### src/rtl/wk_pkg.sv
package wk_pkg;
    localparam int CODE_W = 3;
    localparam int CNT_W  = 16;
    localparam int N_IN   = 16;

    typedef logic [CODE_W-1:0] dbc_code_t;
    typedef logic [CNT_W-1:0]  dbc_cnt_t;

    typedef struct packed {
        logic force_hit;
        logic gen_hit;
        logic alarm_hit;
    } wake_src_t;

    // Required hold length in slow-clock cycles for a debounce code.
    function automatic dbc_cnt_t dbc_len(dbc_code_t code);
        case (code)
            3'd1:    return dbc_cnt_t'(3);
            3'd2:    return dbc_cnt_t'(32);
            3'd3:    return dbc_cnt_t'(512);
            3'd4:    return dbc_cnt_t'(4096);
            3'd5:    return dbc_cnt_t'(32768);
            default: return dbc_cnt_t'(1);
        endcase
    endfunction
endpackage

### src/rtl/wk_sync.sv
module wk_sync #(
    parameter int          W       = 1,
    parameter logic [W-1:0] RST_VAL = '0
) (
    input  logic         clk,
    input  logic         rst,
    input  logic [W-1:0] d,
    output logic [W-1:0] q
);
    logic [W-1:0] stage1;

    always_ff @(posedge clk) begin
        if (rst) begin
            stage1 <= RST_VAL;
            q      <= RST_VAL;
        end else begin
            stage1 <= d;
            q      <= stage1;
        end
    end
endmodule

### src/rtl/wk_debounce.sv
module wk_debounce
    import wk_pkg::*;
(
    input  logic      clk,
    input  logic      rst,
    input  logic      active,
    input  dbc_code_t code,
    output logic      fire
);
    dbc_cnt_t cnt;
    dbc_cnt_t len_m1;
    logic     done;

    assign len_m1 = dbc_len(code) - dbc_cnt_t'(1);
    // Fires on the L-th consecutive active cycle, once per active episode.
    assign fire   = active && !done && (cnt >= len_m1);

    always_ff @(posedge clk) begin
        if (rst || !active) begin
            cnt  <= '0;
            done <= 1'b0;
        end else if (fire) begin
            done <= 1'b1;
        end else if (!done) begin
            cnt <= cnt + dbc_cnt_t'(1);
        end
    end
endmodule

### src/rtl/wk_ctrl.sv
module wk_ctrl
    import wk_pkg::*;
(
    input  logic              clk,
    input  logic              rst,
    input  logic [N_IN-1:0]   wk_in,
    input  logic [N_IN-1:0]   wk_en,
    input  logic [N_IN-1:0]   wk_pol,
    input  logic [CODE_W-1:0] wk_code,
    input  logic              force_n,
    input  logic              force_en,
    input  logic [CODE_W-1:0] force_code,
    input  logic              tmr_alarm,
    input  logic              tmr_en,
    input  logic              cal_alarm,
    input  logic              cal_en,
    input  logic              stat_rd,
    output logic              wake_req,
    output logic              force_cause,
    output logic              input_cause,
    output logic [N_IN-1:0]   snapshot,
    output logic              force_level
);
    logic [N_IN-1:0] wk_sync_q;
    logic [N_IN-1:0] act_vec;
    logic            force_sync_q;
    logic            gen_active;
    logic            force_active;
    logic            gen_fire;
    logic            force_fire;
    logic            alarm_now;
    logic            alarm_q;
    wake_src_t       src;

    wk_sync #(.W(N_IN), .RST_VAL('0)) i_sync_wk (
        .clk(clk), .rst(rst), .d(wk_in), .q(wk_sync_q)
    );

    wk_sync #(.W(1), .RST_VAL(1'b1)) i_sync_force (
        .clk(clk), .rst(rst), .d(force_n), .q(force_sync_q)
    );

    // Per-pin qualification: enabled and at its selected active level.
    for (genvar i = 0; i < N_IN; i++) begin : g_qual
        assign act_vec[i] = wk_en[i] & ~(wk_sync_q[i] ^ wk_pol[i]);
    end

    assign gen_active   = |act_vec;
    assign force_active = force_en & ~force_sync_q;

    wk_debounce i_dbc_gen (
        .clk(clk), .rst(rst), .active(gen_active), .code(dbc_code_t'(wk_code)), .fire(gen_fire)
    );

    wk_debounce i_dbc_force (
        .clk(clk), .rst(rst), .active(force_active), .code(dbc_code_t'(force_code)), .fire(force_fire)
    );

    assign alarm_now = (tmr_alarm & tmr_en) | (cal_alarm & cal_en);

    always_comb begin
        src.force_hit = force_fire;
        src.gen_hit   = gen_fire;
        src.alarm_hit = alarm_now & ~alarm_q;
    end

    always_ff @(posedge clk) begin
        if (rst) begin
            alarm_q     <= 1'b0;
            wake_req    <= 1'b0;
            force_cause <= 1'b0;
            input_cause <= 1'b0;
            snapshot    <= '0;
        end else begin
            alarm_q  <= alarm_now;
            wake_req <= |src;
            if (src.force_hit)  force_cause <= 1'b1;
            else if (stat_rd)   force_cause <= 1'b0;
            if (src.gen_hit)    input_cause <= 1'b1;
            else if (stat_rd)   input_cause <= 1'b0;
            if (src.gen_hit)    snapshot <= act_vec;
        end
    end

    assign force_level = force_sync_q;
endmodule

### config.mk
export PLATFORM = sky130hd
export DESIGN_NAME = wk_ctrl
export DESIGN_NICKNAME = d
export VERILOG_FILES = /design/src/rtl/wk_pkg.sv /design/src/rtl/wk_sync.sv /design/src/rtl/wk_debounce.sv /design/src/rtl/wk_ctrl.sv
export SDC_FILE = /design/constraint.sdc
export NUM_CORES = 1
export LEC_CHECK = 0
export ABC_AREA = 1
export ABC_CLOCK_PERIOD_IN_PS = 3300
export BUFFER_PORTS_ARGS = -buffer_cell sky130_fd_sc_hd__buf_4
export CELL_PAD_IN_SITES_DETAIL_PLACEMENT = 1
export CELL_PAD_IN_SITES_GLOBAL_PLACEMENT = 2
export CORE_UTILIZATION = 31
export CTS_CLUSTER_DIAMETER = 150
export CTS_CLUSTER_SIZE = 14
export DETAILED_ROUTE_END_ITERATION = 10
export GPL_ROUTABILITY_DRIVEN = 0
export HOLD_SLACK_MARGIN = 0.02
export MAX_ROUTING_LAYER = met4
export PLACE_DENSITY = 0.76
export SYNTH_ARGS = -nofsm -noshare
export SYNTH_HDL_FRONTEND = slang
export SYNTH_HIERARCHICAL = 1
export SYNTH_SLANG_ARGS = --single-unit
### constraint.sdc
create_clock -name clk -period 3.3 [get_ports clk]
set_input_delay 0.66 -clock clk [delete_from_list [all_inputs] [get_ports clk]]
set_output_delay 0.66 -clock clk [all_outputs]
set_load 0.03 [all_outputs]
==> flow_metrics.env, run 1 <==
export IMPL_status="complete, no violations"
export IMPL_post_synth_inst_count=711
export IMPL_fin_crit_sh_pct=91.3
export IMPL_grt_pass1_wl_um=21800
export IMPL_vias_per_cell=4.45
export IMPL_hold_viol=0
export IMPL_cp_start_kind="input pin"
export IMPL_fin_crit_ns=3.01
export IMPL_async_reset_ff_share_pct=0
export IMPL_antenna_found_initial=0
export IMPL_io_buffers=82
export IMPL_grtUsageMet1_pct=19.0
export IMPL_grt_max_degree=41
export IMPL_use_met3_pct=3.13
export IMPL_power_density_nw_per_um2=405
export IMPL_p_leak_uw=0.00296
export IMPL_clkPwrFrac_pct=44.9
export IMPL_rows=45
export IMPL_numClockSinks=88
export IMPL_drv_slew=0
export IMPL_path_class="input pin to flip-flop"
export IMPL_io_pins=83
export IMPL_p_seq_share_pct=44.5
export IMPL_insertion_delay_ns=0.34
export IMPL_peakVddDrop_mv=0.244
export IMPL_numCtsBuffers=9
export IMPL_fin_hold_ws_ns=0.405
export IMPL_arrival_ns=3.24
export IMPL_p_int_uw=1870
export IMPL_dr_first_iter_drc_count=83
export IMPL_final_setup_viol_count=0
export IMPL_drtAntennaViolNets=0
export IMPL_root_buffer="clkbuf_16"
export IMPL_drcViolationCount=0
export IMPL_grt_total_usage_pct=17.0
export IMPL_grt_pass1_vias=4832
export IMPL_ys_seq_elements=88
export IMPL_ys_warn_count=6
export IMPL_die_width_um=128
export IMPL_avgSynthCellArea_um2=6.95
export IMPL_rsz0062_at_grt="false"
export IMPL_dieHeight_um=128
export IMPL_power_switching_uw=602
export IMPL_antenna_cells=0
export IMPL_routed_wl_um=12400
export IMPL_drv_cap=0
export IMPL_worstPathRequired_ns=3.53
export IMPL_path_max_fanout=21
export IMPL_cts_tree="yes"
export IMPL_top_usage_layer="met2"
export IMPL_yosysSeqAreaShare_pct=35.7
export IMPL_n_fill_cell=1944
export IMPL_detail_route_wl_per_cell_um=12.2
export IMPL_fin_cells=1015
export IMPL_grt_util_met2_pct=30.7
export IMPL_max_slew_margin_pct=62.1
export IMPL_path_buf_inv=7
export IMPL_grt_overflow=0
export IMPL_coreArea_um2=15400
export IMPL_synth_edff_count=0
export IMPL_holdBufCountCts=0
export IMPL_crit_family="compound AO/OA/AOI/OAI gates"
export IMPL_cts_buffer_depth=2
export IMPL_path_cells="buf_4 > inv_2 > nand2_1 > inv_1 > nor2_1 > inv_1 > ha_1 > inv_1 > a21oi_1 > o31ai_2 > xnor2_1 > ha_1 > a21oi_1 > o21ai_0 > a21oi_1 > nand2_2 > nand2_4 > clkinvlp_4 > buf_12 > o21ai_2 > a21oi_2"
export IMPL_start_util_pct=32.1
export IMPL_hold_path_class="flip-flop to flip-flop"
export IMPL_dieArea_um2=16400
export IMPL_cp_slowest_cell="ha_1"
export IMPL_swShare_pct=24.3
export IMPL_synthDistinctLibCells=30
export IMPL_setup_tns_ns=0
export IMPL_areaGrowthSynthToFinish_pct=23.6
export IMPL_power_frac_comb_pct=10.6
export IMPL_drive_gt1_share_pct=20.5
export IMPL_syn_num_nets=810
export IMPL_cts_clk_slew_worst_paths_ns=0.07
export IMPL_nNetsFinal=899
export IMPL_fmax_ghz=0.332
export IMPL_num_vias=4518
export IMPL_dr_pass1_iters=4
export IMPL_ys_flop_type="dfxtp_1"
export IMPL_cts_htree_levels=3
export IMPL_cp_end_kind="flip-flop"
export IMPL_worstMarginPinSlew_ns=0.567
export IMPL_reg2reg_slack_ns=1.20
export IMPL_clock_skew_ns=0.00738
export IMPL_post_dp_hpwl_um=9800
export IMPL_cpPeakStageDelay_ns=0.30
export IMPL_numPlacedInstances=999
export IMPL_syn_cell_area_um2=4940
-- metrics by stage --
stage	util, %	area (um2)	power (uW)	setup slack (ns)
6_report	39.7	6100	2480	0.288
3_3_place_gp	37.5	5770	1380	0.0715
2_1_floorplan	-	4940	1280	0.200
4_1_cts	39.6	6090	2520	0.168
3_5_place_dp	37.5	5770	1390	-0.174
5_1_grt	39.7	6100	2610	0.0226
-- cells in the final DEF (no fill, tap or decap), types with 6 or more instances in the layout --
cell,synthesis,final
dfxtp_1,88,88
o21ai_2,10,10
inv_1,142,140
nor2_2,6,7
clkbuf_16,0,9
ha_1,36,36
a21oi_1,49,49
nand2_1,146,146
nand3_2,6,6
buf_4,1,91
o21ai_0,9,7
nor3_1,6,6
a21oi_2,14,14
nand3_1,46,46
nor2_1,104,103
nand2_2,6,6
-- what timing repair did --
action	in CTS	in global routing
setup buffers	0	1
setup endpoints to repair	0	16
resized for setup	0	6
-- worst reg2reg max path, cell delays in order, from the launching register on --
cell        delay (ns)
dfxtp_1           0.42
inv_1             0.07
ha_1              0.30
nand2_1           0.06
nor2_1            0.04
nor2_1            0.08
nand2_1           0.06
nand2_1           0.05
nand2_1           0.06
nand2_1           0.08
nand2_2           0.07
nand2_4           0.09
clkinvlp_4        0.18
buf_12            0.22
o21ai_2           0.17
a21oi_2           0.04
-- power by group through the flow --
stage               clock, uW  sequential, uW  combinational (uW)
floorplan                   0            1130                 150
global route             1190            1100                 307
CTS                      1150            1100                 269
global placement            0            1130                 253
finish                   1110            1100                 263
detailed placement          0            1130                 267
-- layout make-up --
| cell class | count | area [um2] | share of cell area (%) |
|---|---|---|---|
| Clock buffer | 9 | 225 | 3.69 |
| Inverter | 147 | 556 | 9.10 |
| Timing Repair Buffer | 93 | 723 | 11.8 |
| Sequential cell | 88 | 1760 | 28.9 |
| Clock inverter | 6 | 92.6 | 1.52 |
| Tap cell | 211 | 264 | 4.32 |
| Multi-Input combinational cell | 461 | 2480 | 40.7 |
-- registers in the layout (all words and copies together), names as in the netlist --
register and cells:
snapshot 16, alarm_q 1, force_cause 1, i_sync_force/q 1, i_dbc_gen/cnt 16, i_dbc_force/done 1
wake_req 1, i_sync_force/stage1 1, i_dbc_gen/done 1, input_cause 1, i_sync_wk/stage1 16, i_sync_wk/q 16
i_dbc_force/cnt 16
-- final timing paths --
check,endpoint,start,depth (start not counted)
max,snapshot[12],wk_code[1],21
min,i_sync_wk/q[4],i_sync_wk/stage1[4],2
max reg2reg,snapshot[12],i_dbc_gen/cnt[0],15
min reg2reg,i_sync_wk/q[4],i_sync_wk/stage1[4],2
-- synthesized netlist by cell type, types with 3 or more instances --
master	n	area share, %
nand4_1	5	0.63
inv_2	3	0.23
nand3_2	6	1.2
nand2_1	146	11
dfxtp_1	88	36
nor2_1	104	7.9
nor3_1	6	0.61
nand2_2	6	0.76
buf_6	12	2.7
inv_1	142	11
o21ai_0	9	0.91
nand3_1	46	4.7
a21oi_2	14	2.5
nor2_2	6	0.76
ha_1	36	9.1
o21ai_2	10	1.8
a21oi_1	49	5.0
-- cells by family after synthesis --
family,share of synthesized area [%]
AO/OA/AOI/OAI,11.0
XOR/XNOR,0.177
adder cells (fa/ha/maj),9.12
buffers and inverters,14.3
flip-flops,35.7
AND/OR/NAND/NOR,29.8
-- metal layers --
| metal | vias to the layer above | part of all wire (%) |
|---|---|---|
| met1 | 2088 | 44 |
| li1 | 2373 | - |
| met2 | 44 | 51 |
| met5 | - | 0 |
| met4 | 0 | 1.2 |
| met3 | 13 | 3.0 |
(Power assumes the default switching activity.)
==> inputs of run 2 (changes only) <==
--- a/config.mk
+++ b/config.mk
@@ -5,19 +5,19 @@
 export SDC_FILE = /design/constraint.sdc
 export NUM_CORES = 1
 export LEC_CHECK = 0
-export ABC_AREA = 1
 export ABC_CLOCK_PERIOD_IN_PS = 3300
 export BUFFER_PORTS_ARGS = -buffer_cell sky130_fd_sc_hd__buf_4
+export CAP_MARGIN = 20
 export CELL_PAD_IN_SITES_DETAIL_PLACEMENT = 1
 export CELL_PAD_IN_SITES_GLOBAL_PLACEMENT = 2
-export CORE_UTILIZATION = 31
+export CORE_UTILIZATION = 34
 export CTS_CLUSTER_DIAMETER = 150
 export CTS_CLUSTER_SIZE = 14
 export DETAILED_ROUTE_END_ITERATION = 10
 export GPL_ROUTABILITY_DRIVEN = 0
 export HOLD_SLACK_MARGIN = 0.02
 export MAX_ROUTING_LAYER = met4
-export PLACE_DENSITY = 0.76
+export PLACE_DENSITY = 0.77
 export SYNTH_ARGS = -nofsm -noshare
 export SYNTH_HDL_FRONTEND = slang
 export SYNTH_HIERARCHICAL = 1
==> run 2 against run 1 <==
Non-clock buffer count increased by 20. Sequential power hardly changed. Die area is 16% lower. Hold slack gained 0.022 ns. Via count is 14% lower. Global-route usage rose by 1.3 points. Worst setup slack worse by 0.28 ns. Critical path depth shrank 7. Synthesized cell count is 30% lower. Clock skew is 0.0022 ns higher. Sequential cell count unchanged. Critical endpoint is now i_dbc_force/cnt[5]. Largest cell class unchanged. Largest power group is now sequential cells.
==> flow_metrics.env, run 2 <==
export IMPL_holdBufCountCts=0
export IMPL_fin_crit_ns=3.30
export IMPL_fin_ws_ns=0.00323
export IMPL_synth_edff_count=0
export IMPL_yosys_top_cells_count="88 x dfxtp_1, 45 x a21oi_1, 36 x ha_1, 36 x nor2b_1, 34 x nor2_1"
export IMPL_dr_pass1_iters=4
export IMPL_worstMarginPinSlew_ns=0.780
export IMPL_antenna_cells=0
export IMPL_p_leak_uw=0.00235
export IMPL_nNetsFinal=703
export IMPL_syn_num_nets=598
export IMPL_hold_viol=0
export IMPL_syn_cell_area_um2=4520
export IMPL_reg2reg_from="i_dbc_force/cnt[0]"
export IMPL_ys_seq_elements=88
export IMPL_fin_hold_ws_ns=0.428
export IMPL_drv_cap=0
export IMPL_reg2reg_slack_ns=0.47
export IMPL_yosysSeqAreaShare_pct=38.9
export IMPL_synthDistinctLibCells=55
export IMPL_status="complete, no violations"
export IMPL_dieArea_um2=13800
export IMPL_grt_pass1_wl_um=19500
export IMPL_async_reset_ff_share_pct=0
export IMPL_netlist_area_leader_share_pct=38.9
export IMPL_rsz0062_at_grt="true"
export IMPL_cts_tree="yes"
export IMPL_clock_skew_ns=0.00955
export IMPL_cts_buffer_depth=2
export IMPL_final_core_util_pct=47.1
export IMPL_grt_total_usage_pct=18.3
export IMPL_cts_clk_slew_worst_paths_ns=0.07
export IMPL_antenna_found_initial=0
export IMPL_hold_path_class="flip-flop to flip-flop"
export IMPL_root_buffer="clkbuf_16"
export IMPL_synthTopCellsByArea="dfxtp_1 39%, ha_1 10%, a21oi_1 5.0%"
export IMPL_drtAntennaViolNets=0
export IMPL_worstPathRequired_ns=3.57
export IMPL_setup_tns_ns=0
export IMPL_dieHeight_um=117
export IMPL_cp_end_kind="flip-flop"
export IMPL_ys_flop_type="dfxtp_1"
export IMPL_cp_start_kind="input pin"
export IMPL_start_util_pct=35.4
export IMPL_final_cell_mix="107 x buf_4, 88 x dfxtp_1, 39 x a21oi_1"
export IMPL_power_density_nw_per_um2=402
export IMPL_numCtsBuffers=9
export IMPL_final_setup_viol_count=0
export IMPL_avgSynthCellArea_um2=9.06
export IMPL_drcViolationCount=0
export IMPL_endpoint="i_dbc_force/cnt[5]"
export IMPL_arrival_ns=3.57
export IMPL_routed_wl_um=12000
export IMPL_path_max_fanout=5
export IMPL_grt_max_degree=59
export IMPL_layout_commonest_cell="buf_4"
export IMPL_drive_gt1_share_pct=28.4
export IMPL_drv_slew=0
export IMPL_reg2reg_depth=8
export IMPL_synth_largest_area_cell="dfxtp_1"
export IMPL_grt_pass1_vias=3999
export IMPL_insertion_delay_ns=0.35
export IMPL_path_class="input pin to flip-flop"
export IMPL_grt_overflow=0
export IMPL_post_dp_hpwl_um=9210
export IMPL_detail_route_wl_per_cell_um=15.4
export IMPL_synth_most_common_cell="dfxtp_1"
export IMPL_io_buffers=82
export IMPL_max_slew_margin_pct=48.0
export IMPL_cp_slowest_cell="or4_4"
export IMPL_numClockSinks=88
export IMPL_die_width_um=117
export IMPL_peakVddDrop_mv=0.338
export IMPL_place_ws_ns=-0.379
export IMPL_path_cells="buf_6 > or3b_4 > ha_4 > nor2_2 > nand2_1 > nand2_1 > a21oi_2 > ha_1 > nand4_1 > nor3_2 > or4_4 > a21o_4 > or4_1 > a21oi_1"
export IMPL_areaGrowthSynthToFinish_pct=33.0
export IMPL_num_vias=3905
export IMPL_post_synth_inst_count=499
export IMPL_rows=41
export IMPL_io_pins=83
export IMPL_fin_crit_sh_pct=99.9
export IMPL_crit_start="force_code[0]"
export IMPL_ys_warn_count=6
export IMPL_worst_path_most_repeated_cell="nand2_1"
export IMPL_vias_per_cell=5.00
export IMPL_fmax_ghz=0.303
export IMPL_coreArea_um2=12800
export IMPL_cpPeakStageDelay_ns=0.58
export IMPL_cts_htree_levels=3
export IMPL_r2r_end="i_dbc_force/cnt[5]"
export IMPL_n_fill_cell=1474
export IMPL_dr_first_iter_drc_count=117
-- run 2: cell count changes after synthesis, sizes merged, moves of 7 or more --
cell / change
o31ai: +13
nand3: -32
a21oi: -18
o21ai: -7
nand2: -123
or4: +16
xnor2: +19
mux2i: +10
inv: -132
nor2b: +36
nand2b: +17
and2: +9
nor2: -78
clkbuf: +12
-- run 2: worst max-delay path: cells and delay by family --
family / cells / cell delay, ns
AOI/OAI and AO/OA: 3 / 0.44
and+or+nand+nor: 8 / 1.87
buffers and inverters: 1 / 0.09
adders and majority gates: 2 / 0.51
-- run 2: kinds of logic after synthesis --
family	share of synthesized area, %
simple gates	25.8
compound gates	13.9
flops	38.9
fa+ha+maj	9.96
buf+inv	3.49
xor+xnor	5.20
mux	2.71
-- run 2: layout make-up --
cell class | instances | area, um2 | share of cell area [%]
timing repair buffer | 113 | 888 | 14.8
multi-input combinational | 379 | 2810 | 46.7
clock inverter | 7 | 68.8 | 1.14
tap | 172 | 215 | 3.58
sequential | 88 | 1760 | 29.3
inverter | 13 | 48.8 | 0.811
clock buffer | 9 | 225 | 3.74
-- run 2: metal layers --
layer	part of all wire, %	vias to the layer above	GRT usage, %	routed length, um
met1	44	1859	20.6	5320
li1	-	1990	-	-
met3	2.1	14	3.31	246
met5	0	-	-	0
met2	52	42	32.1	6240
met4	1.5	0	6.74	185
-- run 2: stage by stage --
step	power [uW]	cells	area (um2)
final	2420	781	6020
after global routing	2530	781	6020
after CTS	2440	777	5850
after floorplan	1290	499	4590
after global placement	1400	761	5540
after detailed placement	1410	761	5540
-- run 2: worst min path at each step --
stage / startpoint / endpoint / slack (ns) / depth (start not counted)
6_report: i_sync_force/stage1 / i_sync_force/q / 0.43 / 1
5_1_grt: i_sync_force/stage1 / i_sync_force/q / 0.46 / 1
4_1_cts: i_sync_force/stage1 / i_sync_force/q / 0.43 / 1
3_5_place_dp: i_sync_force/stage1 / i_sync_force/q / 0.41 / 1
3_3_place_gp: i_sync_force/stage1 / i_sync_force/q / 0.39 / 1
2_1_floorplan: i_sync_force/stage1 / i_sync_force/q / 0.39 / 1
-- run 2: where the power goes --
group | total (uW) | switching [uW] | leakage (uW) | internal, uW
logic | 302 | 139 | 0.00149 | 163
registers | 1100 | 12.9 | 0.000717 | 1090
clock network | 1020 | 484 | 0.000140 | 534
-- run 2: what timing repair did --
item,in CTS,in global routing
buffers inserted,0,2
pin swaps,2,22
cloned,0,2
endpoints found under the setup margin,6,19
resized for setup,1,32
==> inputs of run 3 (changes only) <==
--- a/config.mk
+++ b/config.mk
@@ -8,17 +8,16 @@
 export ABC_CLOCK_PERIOD_IN_PS = 3300
 export BUFFER_PORTS_ARGS = -buffer_cell sky130_fd_sc_hd__buf_4
 export CAP_MARGIN = 20
-export CELL_PAD_IN_SITES_DETAIL_PLACEMENT = 1
+export CELL_PAD_IN_SITES_DETAIL_PLACEMENT = 0
 export CELL_PAD_IN_SITES_GLOBAL_PLACEMENT = 2
-export CORE_UTILIZATION = 34
+export CORE_UTILIZATION = 33
 export CTS_CLUSTER_DIAMETER = 150
 export CTS_CLUSTER_SIZE = 14
 export DETAILED_ROUTE_END_ITERATION = 10
 export GPL_ROUTABILITY_DRIVEN = 0
 export HOLD_SLACK_MARGIN = 0.02
 export MAX_ROUTING_LAYER = met4
-export PLACE_DENSITY = 0.77
+export PLACE_DENSITY = 0.76
 export SYNTH_ARGS = -nofsm -noshare
 export SYNTH_HDL_FRONTEND = slang
-export SYNTH_HIERARCHICAL = 1
 export SYNTH_SLANG_ARGS = --single-unit
==> run 3 against run 2 <==
The flow now finishes with violations (negative setup slack). Combinational power rose by 9.6%. Critical path depth increased by 6. Utilization grew 0.62 points. Clock power fell by 6%. Sequential share of layout area shrank 1.6 points. Final cell count up 6.5%. Global-route usage shrank 0.65 points. Worst setup slack got worse by 0.14 ns. Critical endpoint is now snapshot[9]. Highest routed layer unchanged.
==> flow_metrics.env, run 3 <==
export IMPL_areaGrowthSynthToFinish_pct=39.5
export IMPL_path_cells="buf_8 > clkinvlp_4 > ha_4 > nor2_4 > nand2_2 > ha_4 > a21oi_2 > nor2_1 > a211o_1 > ha_4 > and4_4 > nand3_2 > a311o_1 > nand4_1 > a21boi_4 > buf_12 > buf_16 > buf_8 > nand4_1 > a21oi_1"
export IMPL_reg2reg_slack_ns=0.62
export IMPL_root_buffer="clkbuf_16"
export IMPL_grt_util_met2_pct=27.1
export IMPL_ys_flop_type="dfxtp_1"
export IMPL_antenna_cells=0
export IMPL_io_pins=83
export IMPL_path_max_fanout=5
export IMPL_drtAntennaViolNets=0
export IMPL_start_util_pct=34.2
export IMPL_reg2reg_depth=10
export IMPL_routed_wl_um=11800
export IMPL_cts_buffer_depth=2
export IMPL_fin_ws_ns=-0.141
export IMPL_final_cell_mix="119 x buf_4, 88 x dfxtp_1, 54 x a21oi_1"
export IMPL_synthTopCellsByArea="dfxtp_1 39%, ha_1 11%, a21oi_1 6.9%"
export IMPL_clock_skew_ns=0.00697
export IMPL_drv_cap=0
export IMPL_dieArea_um2=14300
export IMPL_n_fill_cell=1337
export IMPL_path_buf_inv=5
export IMPL_r2r_end="i_dbc_gen.cnt[6]"
export IMPL_synth_edff_count=0
export IMPL_syn_num_nets=631
export IMPL_insertion_delay_ns=0.34
export IMPL_power_density_nw_per_um2=376
export IMPL_cts_clk_slew_worst_paths_ns=0.07
export IMPL_worstMarginPinSlew_ns=0.713
export IMPL_coreArea_um2=13300
export IMPL_vias_per_cell=4.99
export IMPL_reg2reg_from="i_dbc_gen.cnt[11]"
export IMPL_synth_most_common_cell="dfxtp_1"
export IMPL_top_usage_layer="met2"
export IMPL_worstHoldPathCells=1
export IMPL_dieHeight_um=120
export IMPL_detail_route_wl_per_cell_um=14.2
export IMPL_syn_cell_area_um2=4570
export IMPL_dr_first_iter_drc_count=161
export IMPL_grt_total_usage_pct=17.6
export IMPL_cts_tree="yes"
export IMPL_numCtsBuffers=9
export IMPL_drv_slew=0
export IMPL_fmax_ghz=0.291
export IMPL_nNetsFinal=754
export IMPL_cts_htree_levels=3
export IMPL_path_class="input pin to flip-flop"
export IMPL_yosys_top_cells_count="88 x dfxtp_1, 63 x a21oi_1, 40 x ha_1"
export IMPL_numClockSinks=88
export IMPL_arrival_ns=3.71
export IMPL_status="finished with violations"
export IMPL_rsz0062_at_grt="true"
export IMPL_synthDistinctLibCells=46
export IMPL_ys_warn_count=0
export IMPL_post_dp_hpwl_um=8610
export IMPL_grt_pass1_wl_um=19500
export IMPL_die_width_um=120
export IMPL_grt_overflow=0
export IMPL_rows=42
export IMPL_cp_slowest_cell="ha_4"
export IMPL_peakVddDrop_mv=0.264
export IMPL_hold_viol=0
export IMPL_netlist_area_leader_share_pct=38.6
export IMPL_hold_path_class="flip-flop to flip-flop"
export IMPL_synth_largest_area_cell="dfxtp_1"
export IMPL_fin_cells=832
export IMPL_drive_gt1_share_pct=30.0
export IMPL_p_leak_uw=0.00254
export IMPL_grt_pass1_vias=4046
export IMPL_avgSynthCellArea_um2=8.65
export IMPL_holdBufCountCts=0
export IMPL_crit_family="compound AO/OA/AOI/OAI gates"
export IMPL_fin_crit_sh_pct=104
export IMPL_final_setup_viol_count=32
export IMPL_worst_hold_path_endpoint="i_sync_force.q"
export IMPL_cp_start_kind="input pin"
export IMPL_grt_max_degree=57
export IMPL_grtUsageMet1_pct=22.5
export IMPL_antenna_found_initial=0
export IMPL_drcViolationCount=0
export IMPL_async_reset_ff_share_pct=0
export IMPL_worstPathRequired_ns=3.57
export IMPL_worstHoldStart="i_sync_force.stage1"
export IMPL_numPlacedInstances=800
export IMPL_io_buffers=82
export IMPL_cp_end_kind="flip-flop"
export IMPL_layout_commonest_cell="buf_4"
export IMPL_fin_crit_ns=3.44
export IMPL_use_met3_pct=4.09
export IMPL_cpPeakStageDelay_ns=0.28
export IMPL_max_slew_margin_pct=52.5
export IMPL_ys_seq_elements=88
export IMPL_worst_path_most_repeated_cell="ha_4"
export IMPL_post_synth_inst_count=528
export IMPL_num_vias=4152
export IMPL_yosysSeqAreaShare_pct=38.6
export IMPL_violations="negative setup slack"
export IMPL_dr_pass1_iters=4
export IMPL_total_power_uw=2390
run 3: changes by cell type after synthesis, moves of 4 or more:
cell	change
ha_1	+4
or4_1	-8
o21ai_0	+29
or3_1	+13
inv_1	+6
xor2_1	-6
a21oi_1	+18
o31ai_1	-7
nand3b_1	-5
nor2_1	-13
o21ai_1	-4
a2111oi_0	-5
run 3: final cells by class:
class                           count  area (um2)  area share (%)
Multi-Input combinational cell    399        2900            45.6
Sequential cell                    88        1760            27.7
Inverter                           21        82.6            1.30
Tap cell                          176         220            3.46
Clock inverter                      7        53.8           0.845
Clock buffer                        9         225            3.54
Timing Repair Buffer              132        1120            17.6
run 3: repair_timing:
| item | in CTS | in global routing |
|---|---|---|
| setup endpoints to repair | 32 | 49 |
| buffers inserted | 8 | 5 |
| gates cloned | 2 | 2 |
| pin swaps | 3 | 18 |
| resized for setup | 15 | 47 |
run 3: kinds of logic after synthesis:
family / Yosys count / synth area share, %
AO/OA/AOI/OAI: 133 / 17.1
XOR/XNOR: 20 / 3.84
adder cells (fa/ha/maj): 40 / 11.0
buffers and inverters: 42 / 3.78
flip-flops: 88 / 38.6
multiplexers: 9 / 1.97
AND/OR/NAND/NOR: 196 / 23.8
run 3: worst max-delay path by stage:
stage / start / endpoint / slack [ns] / cells after the start
2_1_floorplan: wk_code[1] / i_dbc_gen.cnt[12] / -0.20 / 17
3_3_place_gp: wk_code[1] / i_dbc_gen.cnt[8] / -0.40 / 18
3_5_place_dp: wk_code[1] / snapshot[9] / -0.57 / 19
4_1_cts: wk_code[1] / i_dbc_gen.cnt[3] / -0.14 / 19
5_1_grt: wk_code[1] / snapshot[9] / -0.29 / 20
6_report: wk_code[1] / snapshot[9] / -0.14 / 20
run 3: power breakdown:
part           switching, uW  leakage (uW)  internal [uW]
clock                    445      0.000141            518
sequential              12.4      0.000717           1090
combinational            153       0.00168            178
total                    611       0.00254           1780
run 3: layer usage:
layer	wire length, um	part of all wire (%)
met1	5830	49
met2	5360	45
met3	448	3.8
met4	205	1.7
met5	0	0
run 3: stage by stage:
stage               setup slack [ns]  hold slack, ns  TNS (ns)  instance area, um2  utilization [%]
floorplan                     -0.196           0.389     -4.05                4680                -
global placement              -0.402           0.399    -14.27                5690             42.6
detailed placement            -0.571           0.393    -19.24                5690             42.6
CTS                           -0.138           0.411     -1.88                6130             46.0
global route                  -0.290           0.428     -7.26                6370             47.7
finish                        -0.141           0.410     -2.21                6370             47.7
